$ cat config.mk
export PLATFORM = sky130hd
export DESIGN_NAME = sync_link_port
export DESIGN_NICKNAME = d
export VERILOG_FILES = /design/src/rtl/slp_pkg.sv /design/src/rtl/slp_divider.sv /design/src/rtl/slp_edge_sync.sv /design/src/rtl/slp_shifter.sv /design/src/rtl/sync_link_port.sv
export SDC_FILE = /design/constraint.sdc
export NUM_CORES = 1
export LEC_CHECK = 0
export CAP_MARGIN = 20
export CELL_PAD_IN_SITES_DETAIL_PLACEMENT = 2
export CELL_PAD_IN_SITES_GLOBAL_PLACEMENT = 2
export CORE_UTILIZATION = 29
export DETAILED_ROUTE_END_ITERATION = 7
export DONT_BUFFER_PORTS = 1
export PLACE_DENSITY_LB_ADDON = 0.1
export SLEW_MARGIN = 10
export SYNTH_ARGS = -nofsm -noshare
export SYNTH_HDL_FRONTEND = slang
export SYNTH_SLANG_ARGS = --single-unit
$ cat constraint.sdc
create_clock -name clk -period 2.9 [get_ports clk]
set_input_delay 0.29 -clock clk [delete_from_list [all_inputs] [get_ports clk]]
set_output_delay 0.29 -clock clk [all_outputs]
set_load 0.01 [all_outputs]
$ cat src/rtl/slp_pkg.sv
package slp_pkg;
  localparam int BYTE_W    = 8;
  localparam int START_BIT = 7;
  localparam int SRC_BIT   = 0;

  typedef enum logic {REG_DATA = 1'b0, REG_CTRL = 1'b1} reg_sel_e;
  typedef enum logic {SRC_EXT = 1'b0, SRC_INT = 1'b1} clk_src_e;

  // Control word as software reads it: busy flag and clock source, zeros elsewhere.
  function automatic logic [BYTE_W-1:0] pack_ctrl(input logic busy, input clk_src_e src);
    logic [BYTE_W-1:0] w;
    w            = '0;
    w[START_BIT] = busy;
    w[SRC_BIT]   = src;
    return w;
  endfunction
endpackage

$ cat src/rtl/slp_divider.sv
module slp_divider #(
  parameter int DIV_RATIO = 512
) (
  input  logic clk,
  input  logic rst_n,
  input  logic run,
  output logic fall_ev,
  output logic rise_ev,
  output logic sclk_lvl
);
  localparam int HALF = DIV_RATIO / 2;
  localparam int CW   = (HALF > 1) ? $clog2(HALF) : 1;

  logic [CW-1:0] cnt;
  logic          phase_hi;
  logic          tick;

  assign tick     = run && (cnt == CW'(HALF - 1));
  assign fall_ev  = tick && phase_hi;
  assign rise_ev  = tick && !phase_hi;
  assign sclk_lvl = phase_hi;

  always_ff @(posedge clk or negedge rst_n) begin
    if (!rst_n) begin
      cnt      <= '0;
      phase_hi <= 1'b1;
    end else if (!run) begin
      cnt      <= '0;
      phase_hi <= 1'b1;
    end else if (tick) begin
      cnt      <= '0;
      phase_hi <= ~phase_hi;
    end else begin
      cnt <= cnt + 1'b1;
    end
  end


  idle_high_chk: assert property (@(posedge clk) disable iff (!rst_n)
    !run |=> sclk_lvl);


  no_early_edge_chk: assert property (@(posedge clk) disable iff (!rst_n)
    (run && !tick) |=> $stable(sclk_lvl));
endmodule

$ cat src/rtl/slp_edge_sync.sv
module slp_edge_sync #(
  parameter int STAGES = 2
) (
  input  logic clk,
  input  logic rst_n,
  input  logic pin,
  output logic fall_ev,
  output logic rise_ev
);
  // pipe[STAGES-1] is the synchronised level; pipe[STAGES] is its previous value.
  logic [STAGES:0] pipe;

  always_ff @(posedge clk or negedge rst_n) begin
    if (!rst_n) pipe <= '1;
    else        pipe <= {pipe[STAGES-1:0], pin};
  end

  assign fall_ev = !pipe[STAGES-1] &&  pipe[STAGES];
  assign rise_ev =  pipe[STAGES-1] && !pipe[STAGES];


  fall_single_chk: assert property (@(posedge clk) disable iff (!rst_n)
    fall_ev |=> !fall_ev);


  rise_single_chk: assert property (@(posedge clk) disable iff (!rst_n)
    rise_ev |=> !rise_ev);
endmodule

$ cat src/rtl/slp_shifter.sv
module slp_shifter #(
  parameter int W = 8
) (
  input  logic         clk,
  input  logic         rst_n,
  input  logic         load,
  input  logic [W-1:0] load_val,
  input  logic         start,
  input  logic         fall_ev,
  input  logic         rise_ev,
  input  logic         sin,
  output logic [W-1:0] data,
  output logic         sout,
  output logic         done
);
  localparam int BW = (W > 1) ? $clog2(W) : 1;

  logic [W-1:0]  shreg;
  logic          sout_q;
  logic [BW-1:0] nbits;

  function automatic logic [W-1:0] shift_msb_first(input logic [W-1:0] cur, input logic b);
    return {cur[W-2:0], b};
  endfunction

  assign done = rise_ev && (nbits == BW'(W - 1));
  assign data = shreg;
  assign sout = sout_q;

  always_ff @(posedge clk or negedge rst_n) begin
    if (!rst_n) begin
      shreg  <= '0;
      sout_q <= 1'b1;
      nbits  <= '0;
    end else begin
      if (load)         shreg <= load_val;
      else if (rise_ev) shreg <= shift_msb_first(shreg, sin);

      if (fall_ev) sout_q <= shreg[W-1];

      if (start)        nbits <= '0;
      else if (rise_ev) nbits <= nbits + 1'b1;
    end
  end


  sout_hold_chk: assert property (@(posedge clk) disable iff (!rst_n)
    !fall_ev |=> $stable(sout));


  count_wrap_chk: assert property (@(posedge clk) disable iff (!rst_n)
    done |=> (nbits == '0));
endmodule

$ cat src/rtl/sync_link_port.sv
module sync_link_port import slp_pkg::*; #(
  parameter int DIV_RATIO   = 512,
  parameter int SYNC_STAGES = 2
) (
  input  logic              clk,
  input  logic              rst_n,
  input  logic              bus_addr,
  input  logic              bus_wr,
  input  logic [BYTE_W-1:0] bus_wdata,
  output logic [BYTE_W-1:0] bus_rdata,
  input  logic              sclk_in,
  output logic              sclk_out,
  input  logic              sdata_in,
  output logic              sdata_out,
  output logic              irq
);
  logic     busy_q;
  clk_src_e src_q;
  logic     irq_q;

  logic wr_data, wr_ctrl, start;
  logic run_int;
  logic int_fall, int_rise, int_lvl;
  logic ext_fall, ext_rise;
  logic fall_sel, rise_sel;
  logic shift_done;
  logic [BYTE_W-1:0] data_q;
  logic ctrl_bits_unused;

  assign ctrl_bits_unused = ^bus_wdata[BYTE_W-2:1];

  assign wr_data = bus_wr && (bus_addr == REG_DATA) && !busy_q;
  assign wr_ctrl = bus_wr && (bus_addr == REG_CTRL) && !busy_q;
  assign start   = wr_ctrl && bus_wdata[START_BIT];
  assign run_int = busy_q && (src_q == SRC_INT);

  slp_divider #(.DIV_RATIO(DIV_RATIO)) u_div (
    .clk      (clk),
    .rst_n    (rst_n),
    .run      (run_int),
    .fall_ev  (int_fall),
    .rise_ev  (int_rise),
    .sclk_lvl (int_lvl)
  );

  slp_edge_sync #(.STAGES(SYNC_STAGES)) u_sync (
    .clk     (clk),
    .rst_n   (rst_n),
    .pin     (sclk_in),
    .fall_ev (ext_fall),
    .rise_ev (ext_rise)
  );

  assign fall_sel = busy_q && ((src_q == SRC_INT) ? int_fall : ext_fall);
  assign rise_sel = busy_q && ((src_q == SRC_INT) ? int_rise : ext_rise);

  slp_shifter #(.W(BYTE_W)) u_shift (
    .clk      (clk),
    .rst_n    (rst_n),
    .load     (wr_data),
    .load_val (bus_wdata),
    .start    (start),
    .fall_ev  (fall_sel),
    .rise_ev  (rise_sel),
    .sin      (sdata_in),
    .data     (data_q),
    .sout     (sdata_out),
    .done     (shift_done)
  );

  always_ff @(posedge clk or negedge rst_n) begin
    if (!rst_n) begin
      busy_q <= 1'b0;
      src_q  <= SRC_EXT;
      irq_q  <= 1'b0;
    end else begin
      if (start)           busy_q <= 1'b1;
      else if (shift_done) busy_q <= 1'b0;
      if (wr_ctrl) src_q <= clk_src_e'(bus_wdata[SRC_BIT]);
      irq_q <= shift_done;
    end
  end

  assign irq       = irq_q;
  assign sclk_out  = int_lvl;
  assign bus_rdata = (bus_addr == REG_CTRL) ? pack_ctrl(busy_q, src_q) : data_q;


  irq_pulse_chk: assert property (@(posedge clk) disable iff (!rst_n)
    irq |=> !irq);


  busy_clear_chk: assert property (@(posedge clk) disable iff (!rst_n)
    irq |-> (!busy_q && $past(busy_q)));


  ext_stall_chk: assert property (@(posedge clk) disable iff (!rst_n)
    (busy_q && (src_q == SRC_EXT) && !ext_rise) |=> busy_q);


  wr_ignore_chk: assert property (@(posedge clk) disable iff (!rst_n)
    (busy_q && bus_wr && !rise_sel) |=> ($stable(data_q) && $stable(src_q) && busy_q));


  ext_clk_quiet_chk: assert property (@(posedge clk) disable iff (!rst_n)
    (src_q == SRC_EXT) |-> sclk_out);
endmodule

==> flow_results.xml <==
<?xml version="1.0" encoding="UTF-8"?>
<metrics>
  <group name="status">
    <metric name="run_status" unit="">finished with violations</metric>
    <metric name="violations" unit="">design-rule violations</metric>
  </group>
  <group name="cells_and_area">
    <metric name="layout_cell_share_with_drive_strength_beyond_1" unit="%">17.16</metric>
    <metric name="insertedDiodeCount" unit="">0</metric>
    <metric name="ff_latch_area" unit="um^2">681.9</metric>
    <metric name="fill_cells" unit="">503</metric>
    <metric name="final-instance-count-excl-fill" unit="">186</metric>
    <metric name="area.growth.synth_to_final" unit="%">9.332</metric>
    <metric name="finalNetCount" unit="">152</metric>
    <metric name="multiInputGateArea" unit="um^2">643.1</metric>
  </group>
  <group name="global_routing">
    <metric name="grt.total_usage" unit="%">14.97</metric>
    <metric name="wire_length_of_the_first_global_routing_pass" unit="um">5802</metric>
    <metric name="overflow" unit="">0</metric>
    <metric name="grt_pass1_vias" unit="">1145</metric>
    <metric name="grt_start_max_net_pins" unit="">28</metric>
    <metric name="grt_antenna_before_repair" unit="">0</metric>
  </group>
  <group name="critical_path">
    <metric name="critical-path-top-delay-family" unit="">simple AND/OR/NAND/NOR gates</metric>
    <metric name="critical_path_arrival" unit="ns">2.05</metric>
    <metric name="slowest_stage" unit="">dfrtp_1</metric>
    <metric name="critPathMostFrequentCell" unit="">nand2_2</metric>
    <metric name="critical_path_class" unit="">reg2reg</metric>
    <metric name="worst_path_largest_cell_delay" unit="ns">0.71</metric>
    <metric name="crit_chain" unit="">nand2_2 &gt; or4_4 &gt; nand2_2 &gt; o211ai_1</metric>
    <metric name="cp-end-kind" unit="">flip-flop</metric>
    <metric name="worst_setup_path_start_kind" unit="">flip-flop</metric>
    <metric name="worst-path-buf-inv" unit="">0</metric>
    <metric name="worst-path-max-fanout" unit="">19</metric>
    <metric name="setup.reg_to_reg.worst_slack" unit="ns">1.01</metric>
    <metric name="cp_data_required_time" unit="ns">3.06</metric>
  </group>
  <group name="power">
    <metric name="power.switching" unit="W">0.0004059</metric>
    <metric name="power.share.clock" unit="%">19.4</metric>
    <metric name="p_sw_share" unit="%">35.82</metric>
    <metric name="seqPwrFrac" unit="%">53.2</metric>
    <metric name="combinationalPowerShare" unit="%">27.4</metric>
    <metric name="cell_internal_pwr" unit="W">0.0007273</metric>
    <metric name="static-leakage-power" unit="nW">0.6113</metric>
    <metric name="powerDensity" unit="nW/um^2">757.9</metric>
    <metric name="vdd_ir_drop_max" unit="mV">0.2439</metric>
  </group>
  <group name="routing">
    <metric name="totalWireLength" unit="um">3261</metric>
    <metric name="routed_via_density" unit="">5.296</metric>
    <metric name="route.detailed.drc" unit="">2</metric>
    <metric name="drt-pass1-iter-count" unit="">6</metric>
    <metric name="vias" unit="">985</metric>
    <metric name="detail_route.wl_per_cell" unit="um">17.53</metric>
    <metric name="route.antenna.remaining_nets" unit="">0</metric>
    <metric name="first_iter_violations" unit="">35</metric>
  </group>
  <group name="timing">
    <metric name="rsz_0062_raised_after_global_routing" unit="">no</metric>
    <metric name="maxSlewViolCount" unit="">0</metric>
    <metric name="worst_slew_pin_slew" unit="ns">0.6104</metric>
    <metric name="report.final.hold_viol_count" unit="">0</metric>
    <metric name="timing.fmax" unit="MHz">528.6</metric>
    <metric name="setup_tns" unit="ns">0</metric>
    <metric name="setup_violations" unit="">0</metric>
    <metric name="timing.slew.headroom" unit="%">59.22</metric>
    <metric name="min_period_over_period" unit="%">65.23</metric>
    <metric name="layout_min_cycle_time" unit="ns">1.892</metric>
    <metric name="timing.clock.skew" unit="ns">0.004713</metric>
  </group>
  <group name="floorplanning">
    <metric name="design.core.area" unit="um^2">4444</metric>
    <metric name="design.die.area" unit="um^2">4994</metric>
    <metric name="io_pins" unit="">25</metric>
    <metric name="die_height" unit="um">70.67</metric>
    <metric name="die_width" unit="um">70.67</metric>
    <metric name="initial_utilization" unit="%">30.77</metric>
    <metric name="cell_rows" unit="">24</metric>
  </group>
  <group name="clocking">
    <metric name="cts.sink_count" unit="">27</metric>
    <metric name="clock_input_transition_at_the_sequential_cells_of_the_worst_setup_and_hold_paths" unit="ns">0.10</metric>
    <metric name="cts.hold.buffers_added" unit="">3</metric>
    <metric name="postCtsSetupRepairBufs" unit="">0</metric>
    <metric name="clock-root-buffer" unit="">clkbuf_8</metric>
    <metric name="h_tree_level_count" unit="">1</metric>
    <metric name="cts_resized" unit="">0</metric>
    <metric name="worstSkewPairLatency" unit="ns">0.28</metric>
    <metric name="cts_buffers" unit="">3</metric>
    <metric name="cts_tree" unit="">done</metric>
    <metric name="cts-root-to-sink-buffers" unit="">2</metric>
  </group>
  <group name="synth">
    <metric name="synthDistinctLibCells" unit="">32</metric>
    <metric name="async_flop_share" unit="%">100.0</metric>
    <metric name="yosysWarningCount" unit="">0</metric>
    <metric name="synthesis.area_per_instance" unit="um^2">10.28</metric>
    <metric name="synth-edff-count" unit="">0</metric>
    <metric name="netlist_top_cells_area" unit="">dfrtp_1 40%, o211ai_1 10%, dfstp_2 9.6%, nand2_1 5.2%, nor2b_1 3.7%</metric>
    <metric name="yosysTopAreaCell" unit="">dfrtp_1</metric>
    <metric name="postSynthCellCount" unit="">133</metric>
    <metric name="synth_seq_area_share" unit="%">49.86</metric>
    <metric name="synth_seq_cells" unit="">27</metric>
    <metric name="synth.cell_area" unit="um^2">1368</metric>
    <metric name="yosysTopAreaCellShare" unit="%">40.26</metric>
    <metric name="mappedNetlistNets" unit="">150</metric>
    <metric name="postSynth.topFlopCell" unit="">dfrtp_1</metric>
  </group>
  <group name="placed_design">
    <metric name="portBuffers" unit="">0</metric>
    <metric name="detailed_place_hpwl" unit="um">2408</metric>
    <metric name="dpl.cell_count" unit="">179</metric>
    <metric name="routabilityCongestion" unit="">0.6793</metric>
  </group>
  <group name="job">
    <metric name="maxCapViolCount" unit="">0</metric>
  </group>
  <group name="min_path">
    <metric name="holdCritPathClass" unit="">in2reg</metric>
  </group>
</metrics>
==> synthesized netlist by cell type (all sizes together), types with 3 or more instances <==
| library cell | number |
|---|---|
| dfrtp | 22 |
| nand2 | 21 |
| o211ai | 19 |
| nor2b | 8 |
| nor2 | 7 |
| nand3 | 6 |
| and3 | 5 |
| buf | 5 |
| dfstp | 5 |
| a21oi | 4 |
| mux2 | 4 |
| xnor2 | 4 |
| clkbuf | 3 |
| ha | 3 |
==> cells by family after synthesis <==
kind of cell	after synthesis	synth area share (%)
AND/OR/NAND/NOR	57	23.15
AO/OA/AOI/OAI	27	14.00
flip-flops	27	49.86
buffers and inverters	9	3.110
XOR/XNOR	6	3.843
multiplexers	4	3.293
adder cells (fa/ha/maj)	3	2.745
==> final cells by class <==
type | count | share of cell area [%]
Timing Repair Buffer | 5 | 3.682
Clock inverter | 1 | 0.3347
Inverter | 1 | 0.2510
Clock buffer | 3 | 2.762
Tap cell | 52 | 4.351
Sequential cell | 27 | 45.61
Multi-Input combinational cell | 97 | 43.01
==> metrics by stage <==
step	hold WS [ns]	total power [W]	area, um^2	setup WS [ns]	util (%)
floorplan	-0.005591	0.0008401	1368	1.340	-
global route	0.1479	0.001217	1495	0.7864	33.64
global placement	-0.004919	0.0009002	1409	1.004	31.70
finish	0.1417	0.001133	1495	1.008	33.64
CTS	0.1391	0.001151	1495	0.9806	33.64
detailed placement	-0.004805	0.0009172	1409	0.9813	31.70
==> flip-flops by register name (all words and copies together), names as in the netlist <==
signal and count:
busy_q 1, irq 1, src_q 1, u_div.cnt 8, u_div.sclk_lvl 1, u_shift.data 8
u_shift.nbits 3, u_shift.sout 1, u_sync.pipe 3
==> power groups by stage <==
stage	registers, W	clock network [W]	logic, W
5_1_grt	0.000622	0.000241	0.000354
2_1_floorplan	0.000543	0	0.000297
4_1_cts	0.000604	0.000229	0.000319
6_report	0.000603	0.000220	0.000310
3_5_place_dp	0.000613	0	0.000304
3_3_place_gp	0.000605	0	0.000295
==> worst register-to-register path, stage by stage, from the launching register on <==
cell	delay [ns]
dfrtp_1	0.71
nand2_2	0.16
or4_4	0.59
nand2_2	0.18
o211ai_1	0.13
==> layout by cell type (no fill, tap or decap) <==
cell type / n
ha_1: 3
nor2b_1: 8
and3_1: 5
o21ai_0: 2
clkbuf_8: 3
a21oi_1: 3
dfrtp_1: 22
a21oi_2: 1
nand3_1: 5
or4_4: 1
nor4b_2: 1
mux2_2: 4
nand4_1: 1
inv_1: 1
or2_2: 1
nor2_1: 7
xor2_1: 2
dfstp_2: 5
dlygate4sd3_1: 2
buf_4: 2
a21o_1: 2
xnor2_1: 4
nand2b_1: 1
clkinv_2: 1
nand2_2: 2
or3_1: 1
nor3_1: 1
buf_12: 1
nor3b_1: 2
nand2_1: 19
or4bb_1: 1
nand3_4: 1
o211ai_1: 19
==> per-layer routing <==
| metal | share of wire [%] | GRT usage [%] |
|---|---|---|
| met5 | 0 | 0 |
| met4 | 1.4 | 5.333 |
| met3 | 3.4 | 3.276 |
| met2 | 45 | 22.76 |
| met1 | 50 | 21.12 |
==> path summary, 6_finish.rpt <==
kind                                start               to  cells after the start
setup / recovery                   busy_q  u_shift.data[2]                      4
hold / removal               bus_wdata[3]  u_shift.data[3]                      2
setup reg to reg                   busy_q  u_shift.data[2]                      4
hold reg to reg            u_sync.pipe[0]   u_sync.pipe[1]                      0
max in group asynchronous           rst_n   u_sync.pipe[2]                      2
min in group asynchronous           rst_n  u_shift.data[5]                      2
No activity file was read; power rests on OpenSTA's default activity.
